<file path="src/rtl/tdd_sync_pkg.sv">
package tdd_sync_pkg;
  localparam int PERIOD_W = 32;

  typedef enum logic [1:0] {
    HS_IDLE    = 2'd0,
    HS_REQ     = 2'd1,
    HS_RELEASE = 2'd2
  } hs_state_e;

  // Expiry: the first active cycle, or the last cycle of a non-zero interval.
  function automatic logic period_due(input logic started,
                                      input logic [PERIOD_W-1:0] period,
                                      input logic [PERIOD_W-1:0] count);
    return !started || ((period != '0) && (count == period - 1'b1));
  endfunction

  function automatic logic edge_up(input logic now, input logic prev);
    return now & ~prev;
  endfunction
endpackage

</file>
<file path="src/rtl/tdd_sync_cdc.sv">
module tdd_sync_cdc #(
  parameter int WIDTH  = 2,
  parameter int STAGES = 2
) (
  input  logic             clk,
  input  logic             rst_n,
  input  logic [WIDTH-1:0] async_i,
  output logic [WIDTH-1:0] sync_o
);
  localparam int LAST = STAGES - 1;

  for (genvar b = 0; b < WIDTH; b++) begin : g_bit
    logic [STAGES-1:0] chain_q;
    always_ff @(posedge clk or negedge rst_n) begin
      if (!rst_n) chain_q <= '0;
      else        chain_q <= {chain_q[STAGES-2:0], async_i[b]};
    end
    assign sync_o[b] = chain_q[LAST];
  end
endmodule

</file>
<file path="src/rtl/tdd_sync_regs.sv">
module tdd_sync_regs #(
  parameter int          ADDR_W      = 8,
  parameter int          DATA_W      = 32,
  parameter logic [7:0]  ROLE_ADDR   = 8'h50,
  parameter logic [7:0]  PERIOD_ADDR = 8'h54
) (
  input  logic              clk,
  input  logic              rst_n,
  input  logic              cfg_wr,
  input  logic [ADDR_W-1:0] cfg_addr,
  input  logic [DATA_W-1:0] cfg_wdata,
  output logic              role_master,
  output logic [DATA_W-1:0] period
);
  logic hit_role, hit_period;
  assign hit_role   = cfg_wr && (cfg_addr == ADDR_W'(ROLE_ADDR));
  assign hit_period = cfg_wr && (cfg_addr == ADDR_W'(PERIOD_ADDR));

  always_ff @(posedge clk or negedge rst_n) begin
    if (!rst_n) begin
      role_master <= 1'b0;
      period      <= '0;
    end else begin
      if (hit_role)   role_master <= cfg_wdata[0];
      if (hit_period) period      <= cfg_wdata;
    end
  end

  p_role_write_r2: assert property (@(posedge clk) disable iff (!rst_n)
    (cfg_wr && !hit_role) |=> $stable(role_master));
endmodule

</file>
<file path="src/rtl/tdd_sync_master.sv">
module tdd_sync_master
  import tdd_sync_pkg::*;
#(
  parameter int CNT_W = PERIOD_W
) (
  input  logic             clk,
  input  logic             rst_n,
  input  logic             active,
  input  logic [CNT_W-1:0] period,
  input  logic             ack_s,
  output logic             req_o,
  output logic             sync_o
);
  hs_state_e        state_q;
  logic [CNT_W-1:0] cnt_q;
  logic             started_q;
  logic             sync_q;
  logic             due, launch;

  assign due    = period_due(started_q, period, cnt_q);
  assign launch = due && (state_q == HS_IDLE);

  always_ff @(posedge clk or negedge rst_n) begin
    if (!rst_n) begin
      state_q   <= HS_IDLE;
      cnt_q     <= '0;
      started_q <= 1'b0;
      sync_q    <= 1'b0;
    end else if (!active) begin
      state_q   <= HS_IDLE;
      cnt_q     <= '0;
      started_q <= 1'b0;
      sync_q    <= 1'b0;
    end else begin
      cnt_q     <= due ? '0 : cnt_q + 1'b1;
      started_q <= 1'b1;
      sync_q    <= launch;
      unique case (state_q)
        HS_IDLE:    if (launch) state_q <= HS_REQ;
        HS_REQ:     if (ack_s)  state_q <= HS_RELEASE;
        HS_RELEASE: if (!ack_s) state_q <= HS_IDLE;
        default:                state_q <= HS_IDLE;
      endcase
    end
  end

  assign req_o  = (state_q == HS_REQ);
  assign sync_o = sync_q;

  p_req_hold_r5: assert property (@(posedge clk) disable iff (!rst_n)
    (active && req_o && !ack_s) |=> req_o);
  p_pulse_with_req_r5: assert property (@(posedge clk) disable iff (!rst_n)
    $rose(req_o) |-> sync_o);
  p_drop_open_r6: assert property (@(posedge clk) disable iff (!rst_n)
    (active && state_q != HS_IDLE) |=> !sync_o);
  p_en_drop_r8: assert property (@(posedge clk) disable iff (!rst_n)
    !active |=> (!req_o && !sync_o));
endmodule

</file>
<file path="src/rtl/tdd_sync_slave.sv">
module tdd_sync_slave
  import tdd_sync_pkg::*;
(
  input  logic clk,
  input  logic rst_n,
  input  logic is_slave,
  input  logic tdd_en,
  input  logic req_s,
  output logic ack_o,
  output logic sync_o
);
  logic req_d_q, ack_q, sync_q, req_rise;

  assign req_rise = edge_up(req_s, req_d_q);

  always_ff @(posedge clk or negedge rst_n) begin
    if (!rst_n) begin
      req_d_q <= 1'b0;
      ack_q   <= 1'b0;
      sync_q  <= 1'b0;
    end else begin
      req_d_q <= req_s;
      ack_q   <= is_slave && req_s;
      sync_q  <= is_slave && tdd_en && req_rise;
    end
  end

  assign ack_o  = ack_q;
  assign sync_o = sync_q;

  p_pulse_single_r7: assert property (@(posedge clk) disable iff (!rst_n)
    sync_o |=> !sync_o);
  p_pulse_has_ack_r7: assert property (@(posedge clk) disable iff (!rst_n)
    sync_o |-> ack_o);
  p_no_pulse_off_r8: assert property (@(posedge clk) disable iff (!rst_n)
    !tdd_en |=> !sync_o);
endmodule

</file>
<file path="src/rtl/tdd_sync_gen.sv">
module tdd_sync_gen
  import tdd_sync_pkg::*;
#(
  parameter int         ADDR_W      = 8,
  parameter int         SYNC_STAGES = 2,
  parameter logic [7:0] ROLE_ADDR   = 8'h50,
  parameter logic [7:0] PERIOD_ADDR = 8'h54
) (
  input  logic                clk,
  input  logic                rst_n,
  input  logic                cfg_wr,
  input  logic [ADDR_W-1:0]   cfg_addr,
  input  logic [PERIOD_W-1:0] cfg_wdata,
  input  logic                tdd_en,
  input  logic                peer_req_i,
  input  logic                peer_ack_i,
  output logic                req_o,
  output logic                ack_o,
  output logic                sync_pulse_o
);
  localparam int LINES = 2;

  logic                role_master;
  logic [PERIOD_W-1:0] period;
  logic [LINES-1:0]    lines_s;
  logic                req_s, ack_s, m_active;
  logic                m_req, m_sync, s_ack, s_sync;

  tdd_sync_regs #(
    .ADDR_W(ADDR_W), .DATA_W(PERIOD_W),
    .ROLE_ADDR(ROLE_ADDR), .PERIOD_ADDR(PERIOD_ADDR)
  ) regs_i (
    .clk(clk), .rst_n(rst_n), .cfg_wr(cfg_wr), .cfg_addr(cfg_addr),
    .cfg_wdata(cfg_wdata), .role_master(role_master), .period(period)
  );

  tdd_sync_cdc #(.WIDTH(LINES), .STAGES(SYNC_STAGES)) cdc_i (
    .clk(clk), .rst_n(rst_n),
    .async_i({peer_ack_i, peer_req_i}), .sync_o(lines_s)
  );
  assign req_s = lines_s[0];
  assign ack_s = lines_s[1];

  assign m_active = role_master && tdd_en;

  tdd_sync_master #(.CNT_W(PERIOD_W)) master_i (
    .clk(clk), .rst_n(rst_n), .active(m_active), .period(period),
    .ack_s(ack_s), .req_o(m_req), .sync_o(m_sync)
  );

  tdd_sync_slave slave_i (
    .clk(clk), .rst_n(rst_n), .is_slave(!role_master), .tdd_en(tdd_en),
    .req_s(req_s), .ack_o(s_ack), .sync_o(s_sync)
  );

  assign req_o        = m_req;
  assign ack_o        = s_ack;
  assign sync_pulse_o = m_sync | s_sync;

  p_no_req_slave_r9: assert property (@(posedge clk) disable iff (!rst_n)
    !role_master |=> !req_o);
  p_no_ack_master_r9: assert property (@(posedge clk) disable iff (!rst_n)
    role_master |=> !ack_o);
  p_one_source_r3: assert property (@(posedge clk) disable iff (!rst_n)
    !(m_sync && s_sync));
endmodule

</file>
<file path="config.mk">
export PLATFORM = sky130hd
export DESIGN_NAME = tdd_sync_gen
export DESIGN_NICKNAME = d
export VERILOG_FILES = /design/src/rtl/tdd_sync_pkg.sv /design/src/rtl/tdd_sync_cdc.sv /design/src/rtl/tdd_sync_regs.sv /design/src/rtl/tdd_sync_master.sv /design/src/rtl/tdd_sync_slave.sv /design/src/rtl/tdd_sync_gen.sv
export SDC_FILE = /design/constraint.sdc
export NUM_CORES = 1
export LEC_CHECK = 0
export BUFFER_PORTS_ARGS = -buffer_cell sky130_fd_sc_hd__clkbuf_2
export CORE_MARGIN = 3
export CORE_UTILIZATION = 59
export CTS_CLUSTER_SIZE = 12
export DETAILED_ROUTE_END_ITERATION = 10
export HOLD_SLACK_MARGIN = 0.08
export PLACE_DENSITY = 0.78
export SYNTH_ARGS = -nofsm -noshare
export SYNTH_HDL_FRONTEND = slang
export SYNTH_SLANG_ARGS = --single-unit
</file>
<file path="constraint.sdc">
create_clock -name clk -period 3.6 [get_ports clk]
set_input_delay 0.54 -clock clk [delete_from_list [all_inputs] [get_ports clk]]
set_output_delay 0.54 -clock clk [all_outputs]
set_load 0.01 [all_outputs]
</file>
==> results by group <==
Critical path
  – Crit Path Category: flip-flop to flip-flop
  – Worst setup EP type: flip-flop
  – Data required time of the critical path: a little under 4 ns
  – CP Max Fanout: 34
  – Crit path arrival time: 3.60 ns
  – CP Launch Type: flip-flop
  – Register-to-register setup slack: approximately 0.27 ns
  – CP most frequent cell: a2111oi_4
  – Crit path from: regs_i.period[0]
  – Reg-to-reg startpoint: regs_i.period[0]
  – Cell at the slowest stage of the critical path: or4_4
  – CP Cell Sequence: inv_1, ha_1, nor3b_2, and3_1, nand3_1, or4_4, a2111oi_4, nand4_4, buf_4, a2111oi_4
  – CP peak stage delay: 0.56 ns

Placement
  – Port bufs: 48
  – Post-DP HPWL: approximately 7500 µm
  – Routability Congestion: just over 0.9

Synth
  – Syn_nets: 490
  – Adder-cell share of the synthesized area: less than 1%
  – Mux cell area share after synthesis: ~8.7%
  – Post-synth EDFFs: 0
  – Main area contributors after synthesis: dfrtp_1 41%, mux2_2 8.2%, xnor2_1 7.4%
  – Ys Warns: 0
  – Largest family of logic cells by synthesized area: simple AND/OR/NAND/NOR gates
  – Primary FF master, synth: dfrtp_1
  – Synth Area in XOR/XNOR: between 10% and 20%
  – Yosys top cell area share: about 41%
  – Compound-Gate Fraction of Synth Area: roughly 7.7%
  – Post-Synth Simple-Gate Area: 26.6%
  – Syn Area/Cell: between 10 and 15 µm²
  – Synth Register Bits: 76
  – Register area share after synthesis: 40.9%
  – Synth unique cells: 56
  – Async S/R FF share, synth: 100%
  – Mapped Area: 4650 µm²
  – Synthesized instance count: 442
  – Cell taking the most area after synthesis: dfrtp_1

Routing
  – Via density: between 6 and 7
  – Drt first pass iters: 5
  – ANT nets after route: 0
  – Detail-routed net length per standard cell: approximately 18 µm
  – DRT Wirelength: 10500 µm
  – Residual DRC count: 0
  – Number of DRC markers in iteration 0: 173
  – Via count: ~3700

Power and ir drop
  – Leak Pwr: between 2 and 2.5 nW
  – Worst VDD drop: 0.261 mV
  – Reg power frac: a little under half
  – Clock share of power: 33.0%
  – Combinational fraction of design power: 21.9%
  – PwrDens: 386 nW/µm²
  – Sw Share: roughly a third
  – Psw: ~0.65 mW
  – Power Internal: around 1.4 mW

Cells and area
  – Commonest non-fill, non-tap cells in the layout: 76 x dfrtp_1, 47 x clkbuf_2, 39 x xnor2_1
  – Antenna fix cells: 0
  – Number of nets in the layout: roughly 540
  – Share of cells above drive strength 1: about a quarter
  – Most common cell after layout, fill and taps aside: dfrtp_1
  – Fin util: a little over two thirds
  – Synth-to-layout area growth: 11.9%

Global routing
  – Vias in the first global route: about 3800
  – First-pass GRT wire length: 17800 µm
  – Largest net degree at the start of global routing: 77
  – Overall Global Routing Usage: between 20% and 30%
  – Grt ovf: 0
  – Initial antenna violation count: 0

STA
  – Setup TNS: 0 ns
  – Fmax: about 300 MHz
  – Clock Skew: 0.0126 ns
  – Count of final setup violators: 0
  – Worst-Margin Slew: 0.953 ns
  – RSZ-0062 raised after global routing: false
  – Max_slew headroom: between 30% and 40%
  – Final hold vios: 0
  – Final-report max-slew violation count: 0
  – Final Cycle Share: ~93%
  – Min Tclk post-route: 3.33 ns

Die
  – Row count: 31
  – Die Y: between 90 and 100 µm
  – Die area: between 8000 and 9000 µm²
  – Die width: 94.7 µm
  – Area of the core: approximately 7400 µm²
  – Initial Utilization: 62.4%
  – # IOs: about 50

CTS
  – H-tree Lvls: 3
  – Clock Sinks: 76
  – Clock tree from TritonCTS: built
  – Clk_lat worst skew: approximately 0.37 ns
  – Clock transition at path regs: 0.09 ns
  – Cts hold-fix bufs: 0
  – Post-CTS Setup Inserts: 0
  – Post_cts resized: 0
  – Root Buffer: clkbuf_8
  – TritonCTS buffer count: 9
  – Max clock buf depth: 2

Hold path
  – Hold Startpoint: peer_ack_i
  – Min-delay worst type: input port to flip-flop

Outcome
  – Outcome: completed

Run
  – Max cap viols: 0
[layout make-up]
| class | count | area [µm²] |
|---|---|---|
| multi-input cells | 334 | 2590 |
| repair buffers | 64 | 363 |
| flip-flops and latches | 76 | 1900 |
| clock buffers | 9 | 124 |
| clock inverters | 7 | 76.3 |
| fillers | 582 | 2250 |
| inverters | 5 | 18.8 |
| well taps | 99 | 124 |
[Yosys cell counts (3+ instances only)]
cell type,count
and3_1,6
nor2_1,19
nor3_1,18
o2111ai_1,3
or4_1,10
dfrtp_1,76
nand2_1,16
o21ai_0,7
nand4_1,8
o31ai_1,3
inv_1,5
nand3b_1,3
nor4_1,14
clkbuf_1,16
nand3_1,20
nand2b_1,3
xnor2_1,39
a31oi_1,9
nor2b_1,9
or4_4,4
buf_2,4
mux2_2,34
or3_1,8
a211o_1,3
buf_1,3
and4_1,35
xor2_1,25
buf_6,3
[through the flow]
| step | total power, mW | worst slack, ns | instances | hold WS [ns] | cell area (µm²) |
|---|---|---|---|---|---|
| 2_1_floorplan | 1.22 | 0.588 | 442 | 0.244 | 4650 |
| 3_3_place_gp | 1.34 | 0.348 | 578 | 0.339 | 5000 |
| 3_5_place_dp | 1.36 | 0.296 | 578 | 0.343 | 5000 |
| 4_1_cts | 2.02 | 0.276 | 594 | 0.255 | 5200 |
| 5_1_grt | 2.11 | 0.113 | 594 | 0.256 | 5200 |
| 6_report | 2.01 | 0.266 | 594 | 0.274 | 5200 |
[cell families (layout without fill, tap and decap cells)]
| kind of cell | count (synthesis) | after routing |
|---|---|---|
| and+or+nand+nor | 189 | 189 |
| DFF | 76 | 76 |
| xor gates and xnor gates | 64 | 64 |
| AOI/OAI and AO/OA | 42 | 42 |
| muxes | 36 | 36 |
| buffers and inverters | 32 | 85 |
| adders and majority gates | 3 | 3 |
[worst max-delay path: cells and delay by family (launching register included)]
family                   cells  cell delay (ns)
adder cells (fa/ha/maj)      1             0.19
buffers and inverters        2             0.34
flip-flops                   1             0.43
AND/OR/NAND/NOR              5             1.50
AO/OA/AOI/OAI                2             0.78
[final timing paths]
path	to	depth (start not counted)
min in group asynchronous	regs_i.period[8]	1
min	cdc_i.g_bit[1].chain_q[0]	1
max reg2reg	master_i.sync_o	10
min reg2reg	cdc_i.g_bit[1].chain_q[1]	0
max in group asynchronous	master_i.cnt_q[29]	1
max	master_i.sync_o	10
[power by group through the flow]
| stage | combinational [mW] | clock [mW] | sequential [mW] |
|---|---|---|---|
| floorplan | 0.310 | 0 | 0.912 |
| global placement | 0.424 | 0 | 0.919 |
| detailed placement | 0.434 | 0 | 0.921 |
| CTS | 0.435 | 0.684 | 0.904 |
| global route | 0.481 | 0.717 | 0.909 |
| finish | 0.439 | 0.663 | 0.905 |
[routing by layer]
metal | global-route usage [%] | vias to the layer above | wire (µm)
met5 | 0 | - | 0
met4 | 10.1 | 0 | 157
met3 | 5.10 | 16 | 683
met2 | 40.8 | 147 | 5090
met1 | 33.6 | 1820 | 4570
li1 | - | 1757 | -
[registers in the layout, summed over array words and instances, names as in the netlist]
signal and count:
master_i.cnt_q 32, regs_i.period 32, cdc_i.g_bit.chain_q 4, master_i.state_q 2, master_i.started_q 1, master_i.sync_o 1
regs_i.role_master 1, slave_i.ack_o 1, slave_i.req_d_q 1, slave_i.sync_o 1
Note: power is estimated with default switching activity, not from simulation.
